<file path="config.mk">
export PLATFORM = sky130hd
export DESIGN_NAME = dmx_cycle_seq
export DESIGN_NICKNAME = d
export VERILOG_FILES = /design/src/rtl/dmx_pkg.sv /design/src/rtl/dmx_phase_ctr.sv /design/src/rtl/dmx_strobe_gen.sv /design/src/rtl/dmx_bus_mux.sv /design/src/rtl/dmx_cycle_seq.sv
export SDC_FILE = /design/constraint.sdc
export NUM_CORES = 1
export LEC_CHECK = 0
export ABC_AREA = 0
export BUFFER_PORTS_ARGS = -buffer_cell sky130_fd_sc_hd__buf_2
export CELL_PAD_IN_SITES_DETAIL_PLACEMENT = 1
export CELL_PAD_IN_SITES_GLOBAL_PLACEMENT = 1
export CORE_MARGIN = 5
export CORE_UTILIZATION = 41
export DETAILED_ROUTE_END_ITERATION = 10
export PLACE_DENSITY_LB_ADDON = 0.1
export SYNTH_ARGS = -nofsm -noshare
export SYNTH_HDL_FRONTEND = slang
export SYNTH_SLANG_ARGS = --single-unit
</file>
<file path="constraint.sdc">
create_clock -name clk -period 2.9 [get_ports clk]
set_input_delay 0.58 -clock clk [delete_from_list [all_inputs] [get_ports clk]]
set_output_delay 0.58 -clock clk [all_outputs]
set_load 0.1 [all_outputs]
</file>
<file path="src/rtl/dmx_pkg.sv">
package dmx_pkg;

    // timing grid: ticks are half sub-cycles
    localparam int unsigned SUB_TICKS    = 2;
    localparam int unsigned SUBS_PER_CYC = 8;
    localparam int unsigned CYC_TICKS    = SUB_TICKS * SUBS_PER_CYC;
    localparam int unsigned PH_W         = $clog2(CYC_TICKS);

    typedef logic [PH_W-1:0] phase_t;

    localparam phase_t PH_LAST       = phase_t'(CYC_TICKS - 1);
    // latch strobe high for one sub-cycle from tick 0
    localparam phase_t PH_ALE_FALL   = phase_t'(SUB_TICKS);
    // row strobe falls 1.5 sub-cycles after the row is driven
    localparam phase_t PH_RAS_FALL   = phase_t'((3 * SUB_TICKS) / 2);
    // row strobe low for 4.5 sub-cycles
    localparam phase_t PH_RAS_RISE   = phase_t'(PH_RAS_FALL + (9 * SUB_TICKS) / 2);
    // column replaces row one sub-cycle after row strobe falls
    localparam phase_t PH_COL_SWITCH = phase_t'(PH_RAS_FALL + SUB_TICKS);
    // column strobe falls 1.5 sub-cycles after row strobe falls
    localparam phase_t PH_CAS_FALL   = phase_t'(PH_RAS_FALL + (3 * SUB_TICKS) / 2);

    // run lengths used by the strobe width checks
    localparam int unsigned RUN_W        = 5;
    typedef logic [RUN_W-1:0] run_t;
    localparam run_t RUN_MAX      = '1;
    localparam run_t RAS_LOW_LEN  = run_t'(PH_RAS_RISE - PH_RAS_FALL);
    localparam run_t RAS_HIGH_MIN = run_t'(CYC_TICKS - (PH_RAS_RISE - PH_RAS_FALL));
    localparam run_t CAS_LOW_LEN  = run_t'(PH_RAS_RISE - PH_CAS_FALL);
    localparam run_t CAS_HIGH_MIN = run_t'(2 * SUB_TICKS);

    typedef enum logic [1:0] {
        KIND_RD  = 2'b00,
        KIND_WR  = 2'b01,
        KIND_REF = 2'b10,
        KIND_RSV = 2'b11
    } kind_e;

endpackage

</file>
<file path="src/rtl/dmx_phase_ctr.sv">
module dmx_phase_ctr
    import dmx_pkg::*;
(
    input  logic   clk,
    input  logic   rst,
    input  logic   req,
    output logic   start,
    output logic   active_d,
    output phase_t phase_d
);

    typedef struct packed {
        logic   active;
        phase_t phase;
    } ctr_t;

    ctr_t st_d, st_q;
    logic open_q;

    always_comb begin
        st_d   = st_q;
        open_q = !st_q.active || (st_q.phase == PH_LAST);
        start  = req && open_q;
        if (start) begin
            st_d.active = 1'b1;
            st_d.phase  = '0;
        end else if (st_q.active && (st_q.phase != PH_LAST)) begin
            st_d.phase  = st_q.phase + phase_t'(1);
        end else begin
            st_d.active = 1'b0;
            st_d.phase  = '0;
        end
    end

    always_ff @(posedge clk) begin
        if (rst) begin
            st_q <= '0;
        end else begin
            st_q <= st_d;
        end
    end

    assign active_d = st_d.active;
    assign phase_d  = st_d.phase;

    AST_PHASE_WRAP: assert property (@(posedge clk) disable iff (rst)
        (st_q.active && st_q.phase == PH_LAST && !req) |=> !st_q.active)
        else $error("cycle ran past its last tick");

    AST_MID_IGNORE: assert property (@(posedge clk) disable iff (rst)
        (st_q.active && st_q.phase != PH_LAST) |=> (st_q.active && st_q.phase == $past(st_q.phase) + phase_t'(1)))
        else $error("cycle restarted before its last tick");

endmodule

</file>
<file path="src/rtl/dmx_strobe_gen.sv">
module dmx_strobe_gen
    import dmx_pkg::*;
(
    input  logic   clk,
    input  logic   rst,
    input  logic   active_d,
    input  phase_t phase_d,
    input  logic   access_d,
    output logic   ras_n_q,
    output logic   cas_n_q,
    output logic   ale_q
);

    typedef struct packed {
        logic ras_n;
        logic cas_n;
        logic ale;
    } strb_t;

    strb_t sd, sq;
    logic  in_ras, in_cas;

    always_comb begin
        in_ras   = (phase_d >= PH_RAS_FALL) && (phase_d < PH_RAS_RISE);
        in_cas   = (phase_d >= PH_CAS_FALL) && (phase_d < PH_RAS_RISE);
        sd.ras_n = !(active_d && in_ras);
        sd.cas_n = !(active_d && access_d && in_cas);
        sd.ale   = !active_d || (phase_d < PH_ALE_FALL);
    end

    always_ff @(posedge clk) begin
        if (rst) begin
            sq <= '1;
        end else begin
            sq <= sd;
        end
    end

    assign ras_n_q = sq.ras_n;
    assign cas_n_q = sq.cas_n;
    assign ale_q   = sq.ale;

    // run-length counters for strobe width checks
    run_t ras_low_run, ras_high_run, cas_low_run, cas_high_run;

    always_ff @(posedge clk) begin
        if (rst) begin
            ras_low_run  <= '0;
            ras_high_run <= RUN_MAX;
            cas_low_run  <= '0;
            cas_high_run <= RUN_MAX;
        end else begin
            if (sq.ras_n) begin
                ras_low_run  <= '0;
                ras_high_run <= (ras_high_run == RUN_MAX) ? RUN_MAX : ras_high_run + run_t'(1);
            end else begin
                ras_high_run <= '0;
                ras_low_run  <= (ras_low_run == RUN_MAX) ? RUN_MAX : ras_low_run + run_t'(1);
            end
            if (sq.cas_n) begin
                cas_low_run  <= '0;
                cas_high_run <= (cas_high_run == RUN_MAX) ? RUN_MAX : cas_high_run + run_t'(1);
            end else begin
                cas_high_run <= '0;
                cas_low_run  <= (cas_low_run == RUN_MAX) ? RUN_MAX : cas_low_run + run_t'(1);
            end
        end
    end

    AST_RAS_LOW_SPAN: assert property (@(posedge clk) disable iff (rst)
        $rose(sq.ras_n) |-> (ras_low_run == RAS_LOW_LEN))
        else $error("row strobe low width wrong");

    AST_RAS_HIGH_SPAN: assert property (@(posedge clk) disable iff (rst)
        $fell(sq.ras_n) |-> (ras_high_run >= RAS_HIGH_MIN))
        else $error("row strobe high width too short");

    AST_CAS_LOW_SPAN: assert property (@(posedge clk) disable iff (rst)
        $rose(sq.cas_n) |-> (cas_low_run == CAS_LOW_LEN))
        else $error("column strobe low width wrong");

    AST_CAS_GAP: assert property (@(posedge clk) disable iff (rst)
        $fell(sq.cas_n) |-> (cas_high_run >= CAS_HIGH_MIN))
        else $error("column strobe high gap too short");

endmodule

</file>
<file path="src/rtl/dmx_bus_mux.sv">
module dmx_bus_mux
    import dmx_pkg::*;
#(
    parameter int unsigned ADDR_W = 8,
    parameter int unsigned UP_W   = 8
) (
    input  logic              clk,
    input  logic              rst,
    input  logic              start,
    input  logic              active_d,
    input  phase_t            phase_d,
    input  logic [1:0]        req_kind,
    input  logic [ADDR_W-1:0] req_row,
    input  logic [ADDR_W-1:0] req_col,
    input  logic [UP_W-1:0]   req_upper,
    input  logic [UP_W-1:0]   req_stat,
    input  logic              req_rom_en,
    output logic              access_d,
    output logic [ADDR_W-1:0] addr_q,
    output logic [UP_W-1:0]   upper_q,
    output logic              rom_q
);

    typedef struct packed {
        kind_e             kind;
        logic [ADDR_W-1:0] row;
        logic [ADDR_W-1:0] col;
        logic [UP_W-1:0]   upper;
        logic [UP_W-1:0]   stat;
        logic              rom;
    } cmd_t;

    typedef struct packed {
        cmd_t              cmd;
        logic [ADDR_W-1:0] addr;
        logic [UP_W-1:0]   up;
        logic              rom;
    } mux_t;

    mux_t md, mq;
    logic in_row, in_stat;

    always_comb begin
        md = mq;
        if (start) begin
            md.cmd.kind  = kind_e'(req_kind);
            md.cmd.row   = req_row;
            md.cmd.col   = req_col;
            md.cmd.upper = req_upper;
            md.cmd.stat  = req_stat;
            md.cmd.rom   = req_rom_en;
        end
        access_d = (md.cmd.kind != KIND_REF);
        in_row   = (phase_d < PH_COL_SWITCH);
        in_stat  = (phase_d < PH_RAS_RISE);
        if (!active_d) begin
            md.addr = '0;
            md.up   = '0;
            md.rom  = 1'b0;
        end else begin
            md.addr = (in_row || !access_d) ? md.cmd.row : md.cmd.col;
            if (in_row) begin
                md.up = md.cmd.upper;
            end else if (access_d && in_stat) begin
                md.up = md.cmd.stat;
            end else begin
                md.up = '0;
            end
            md.rom = in_row ? md.cmd.rom : 1'b0;
        end
    end

    always_ff @(posedge clk) begin
        if (rst) begin
            mq <= '0;
        end else begin
            mq <= md;
        end
    end

    assign addr_q  = mq.addr;
    assign upper_q = mq.up;
    assign rom_q   = mq.rom;

    AST_CMD_HELD: assert property (@(posedge clk) disable iff (rst)
        !start |=> $stable(mq.cmd))
        else $error("command changed without a new request");

endmodule

</file>
<file path="src/rtl/dmx_cycle_seq.sv">
module dmx_cycle_seq
    import dmx_pkg::*;
#(
    parameter int unsigned ADDR_W = 8,
    parameter int unsigned UP_W   = 8
) (
    input  logic              clk,
    input  logic              rst,
    input  logic              req,
    input  logic [1:0]        req_kind,
    input  logic [ADDR_W-1:0] req_row,
    input  logic [ADDR_W-1:0] req_col,
    input  logic [UP_W-1:0]   req_upper,
    input  logic [UP_W-1:0]   req_stat,
    input  logic              req_rom_en,
    output logic              mem_ras_n,
    output logic              mem_cas_n,
    output logic              mem_ale,
    output logic [ADDR_W-1:0] mem_addr,
    output logic [UP_W-1:0]   mem_upper,
    output logic              mem_rom_en
);

    logic   start, active_d, access_d;
    phase_t phase_d;

    dmx_phase_ctr i_phase (
        .clk      (clk),
        .rst      (rst),
        .req      (req),
        .start    (start),
        .active_d (active_d),
        .phase_d  (phase_d)
    );

    dmx_bus_mux #(
        .ADDR_W (ADDR_W),
        .UP_W   (UP_W)
    ) i_mux (
        .clk        (clk),
        .rst        (rst),
        .start      (start),
        .active_d   (active_d),
        .phase_d    (phase_d),
        .req_kind   (req_kind),
        .req_row    (req_row),
        .req_col    (req_col),
        .req_upper  (req_upper),
        .req_stat   (req_stat),
        .req_rom_en (req_rom_en),
        .access_d   (access_d),
        .addr_q     (mem_addr),
        .upper_q    (mem_upper),
        .rom_q      (mem_rom_en)
    );

    dmx_strobe_gen i_strobe (
        .clk      (clk),
        .rst      (rst),
        .active_d (active_d),
        .phase_d  (phase_d),
        .access_d (access_d),
        .ras_n_q  (mem_ras_n),
        .cas_n_q  (mem_cas_n),
        .ale_q    (mem_ale)
    );

    AST_CAS_INSIDE_RAS: assert property (@(posedge clk) disable iff (rst)
        !mem_cas_n |-> !mem_ras_n)
        else $error("column strobe low outside row strobe");

    AST_ROW_SETUP: assert property (@(posedge clk) disable iff (rst)
        $fell(mem_ras_n) |-> (mem_addr == $past(mem_addr, 3)))
        else $error("row address not set up before row strobe");

    AST_ROW_HOLD: assert property (@(posedge clk) disable iff (rst)
        $fell(mem_ras_n) |=> $stable(mem_addr))
        else $error("row address not held after row strobe");

    AST_COL_SETUP: assert property (@(posedge clk) disable iff (rst)
        $fell(mem_cas_n) |-> ($stable(mem_addr) && $stable(mem_upper)))
        else $error("column or status not set up before column strobe");

    AST_LATCH_HOLD: assert property (@(posedge clk) disable iff (rst)
        $fell(mem_ale) |=> ($stable(mem_addr) && $stable(mem_upper) && $stable(mem_rom_en)))
        else $error("latched fields not held after latch strobe");

endmodule

</file>
==> flow_summary.json <==
{
  "status": "complete, no violations",
  "combPwrFrac_pct": 14.3,
  "initial_core_util_pct": 41.54,
  "ff2ff_path_depth": 7,
  "crit_cells": 7,
  "clock_path_buffers": 2,
  "dieArea_um2": 8014,
  "ys.flop_type": "dfxtp_1",
  "drt_wl_total_mm": 5.330,
  "vdd_drop_max_uv": 327.1,
  "critPathLaunch": "i_phase.st_q[0]",
  "synth.avg_cell_area_um2": 10.71,
  "startpoint_type": "flip-flop",
  "drt_pass1_iterations": 4,
  "synth_top_cell_by_area": "dfxtp_1",
  "clockRootBuffer": "clkbuf_8",
  "p_sw_share_pct": 26.91,
  "finalMaxSlewViolations": 0,
  "synth_top_area_share_pct": 46.33,
  "p_leak_nw": 1.275,
  "relSlewSlack_pct": 65.88,
  "drc": 0,
  "drtIter0Drc": 52,
  "fmax_ghz": 0.4274,
  "r2r_start": "i_phase.st_q[0]",
  "ctsResizeCount": 0,
  "grt_overflow": 0,
  "syn_inst": 242,
  "crit_path_max_fanout": 22,
  "grt_start_max_net_pins": 40,
  "worst-slew-pin-transition_ps": 511.2,
  "synth-seq-cells": 60,
  "synthTopCellsByArea": "dfxtp_1 46%, mux2i_1 6.9%, buf_4 5.5%",
  "cp.required_ps": 3140,
  "layout.nets": 320,
  "path_class": "flip-flop to flip-flop",
  "cp-end-kind": "flip-flop",
  "antenna_left": 0,
  "numCtsBuffers": 9,
  "holdWs_ps": 482.9,
  "syn_area_um2": 2592,
  "crit_buf_inv": 1,
  "layout_commonest_cell": "dfxtp_1",
  "reg2reg_to": "i_mux.addr_q[2]",
  "cts_setup_buffers": 0,
  "grt_pass1_vias": 1810,
  "diodes": 0,
  "cts.sinks": 60,
  "antenna_found_initial": 0,
  "rows": 29,
  "yosysUniqueCellTypes": 45,
  "tritoncts": "yes",
  "path_clk_slew_ps": 70,
  "place.gp.congestion": 0.7514,
  "cts_max_level": 3,
  "syn-num-nets": 281,
  "skew_ps": 7.892,
  "crit_arrival_ps": 2580,
  "area_growth_syn_to_layout_pct": 14.24,
  "grtUsageTotal_pct": 14.69,
  "power.internal_mw": 1.379,
  "ctsHoldBuffers": 0,
  "grt_first_pass_wirelength_mm": 8.694,
  "synth_edf_count": 0,
  "clkLatencyLatePin_ps": 330,
  "detail_route.wl_per_cell_um": 14.68,
  "ys_seq_area_share_pct": 46.33,
  "synth_warnings": 0,
  "powerDensity_nw_per_um2": 637.1,
  "core_um2": 6241,
  "final_util_pct": 47.45,
  "timing.setup.tns_ps": 0,
  "hp-class": "flip-flop to flip-flop",
  "power_frac_seq_pct": 46.8,
  "die_h_um": 89.52,
  "io_pins": 58,
  "dp_hpwl_mm": 3.604,
  "clkPwrFrac_pct": 38.9,
  "cpLargestDelayFamily": "compound AO/OA/AOI/OAI gates",
  "die_x_um": 89.52,
  "placement.io_buffers": 57,
  "async_flop_share_pct": 0,
  "final_cell_mix": "60 x dfxtp_1, 57 x buf_2, 31 x nor2_1",
  "maxCapViolCount": 0,
  "hold_viol": 0,
  "r2r_setup_slack_ps": 560,
  "rsz0062_at_grt": "no",
  "viasPerCell": 4.898,
  "period_minus_slack_ps": 2340,
  "max_stage_delay_ps": 430,
  "cp_slowest_cell": "dfxtp_1",
  "path_cells": "ha_1, xor2_1, nand3_1, a311oi_4, buf_4, and2b_1, a211oi_2",
  "final_layout_size_suffix_gt1_share_pct": 34.27,
  "vias": 1778,
  "switchingPower_mw": 0.5076,
  "crit_path_end": "i_mux.addr_q[2]",
  "finalCritPeriodShare_pct": 80.68,
  "setup_viol": 0
}
-- metrics by stage --
stage               setup slack, ps  total power, mW  cells  instance area [µm²]
floorplan                     920.1            1.128    242                 2592
global placement              697.2            1.171    347                 2768
detailed placement            596.8            1.175    347                 2768
CTS                           527.0            1.921    363                 2962
global route                  380.2            1.993    363                 2962
finish                        560.2            1.887    363                 2962
-- area by class of cell --
class,count,area (µm²)
inverter,4,16.27
sequential,60,1201
timing repair buffer,61,327.8
fill,731,3279
clock buffer,12,145.1
multi-input combinational,145,1126
clock inverter,4,48.80
tap,77,96.34
-- synthesized netlist by cell type (all sizes together) (2+ instances only) --
library cell	instances
dfxtp	60
o21ai	2
a32oi	8
inv	3
nand2	9
mux2	19
buf	27
clkbuf	6
nor2	33
a211oi	6
nor2b	21
xor2	2
and2b	2
nand3	4
a21o	3
mux2i	18
a21oi	2
-- power groups by stage --
stage          registers [mW]  clock network, mW  logic [mW]
2_1_floorplan           0.903                  0       0.225
3_3_place_gp            0.900                  0       0.271
3_5_place_dp            0.902                  0       0.274
4_1_cts                 0.883              0.763       0.275
5_1_grt                 0.886              0.814       0.292
6_report                0.882              0.735       0.270
-- flip-flops by register name (all words and copies together) (netlist names) --
name and count:
i_mux.addr_q 8, i_mux.mq 35, i_mux.rom_q 1, i_mux.upper_q 8, i_phase.st_q 5, i_strobe.ale_q 1, i_strobe.cas_n_q 1, i_strobe.ras_n_q 1
-- cells by family after synthesis --
family / synth area share (%)
simple gates: 15.35
flops: 46.33
buf+inv: 10.23
mux: 15.49
compound gates: 11.44
xor+xnor: 0.6758
fa+ha+maj: 0.4825
-- how the worst min path moves through the flow --
stage	start	to	slack, ps	cells after the start
5_1_grt	req_row[0]	i_mux.mq[42]	510	3
3_5_place_dp	i_mux.mq[47]	i_mux.mq[47]	480	2
6_report	i_mux.mq[46]	i_mux.mq[46]	480	2
3_3_place_gp	i_mux.mq[47]	i_mux.mq[47]	470	2
2_1_floorplan	i_mux.mq[45]	i_mux.mq[45]	450	2
4_1_cts	req_kind[1]	i_mux.mq[51]	490	3
-- metal layers --
metal	wire, µm	vias up	track usage, %
met3	339	7	5.530
li1	-	890	-
met5	0	-	0
met2	2507	37	23.51
met1	2398	844	17.54
met4	84	0	6.495
-- tightest hold or removal path, stage by stage (launching register included) --
cell	delay (ps)
dfxtp_1	310
mux2i_1	70
nor2_1	80
(Power assumes the default switching activity.)
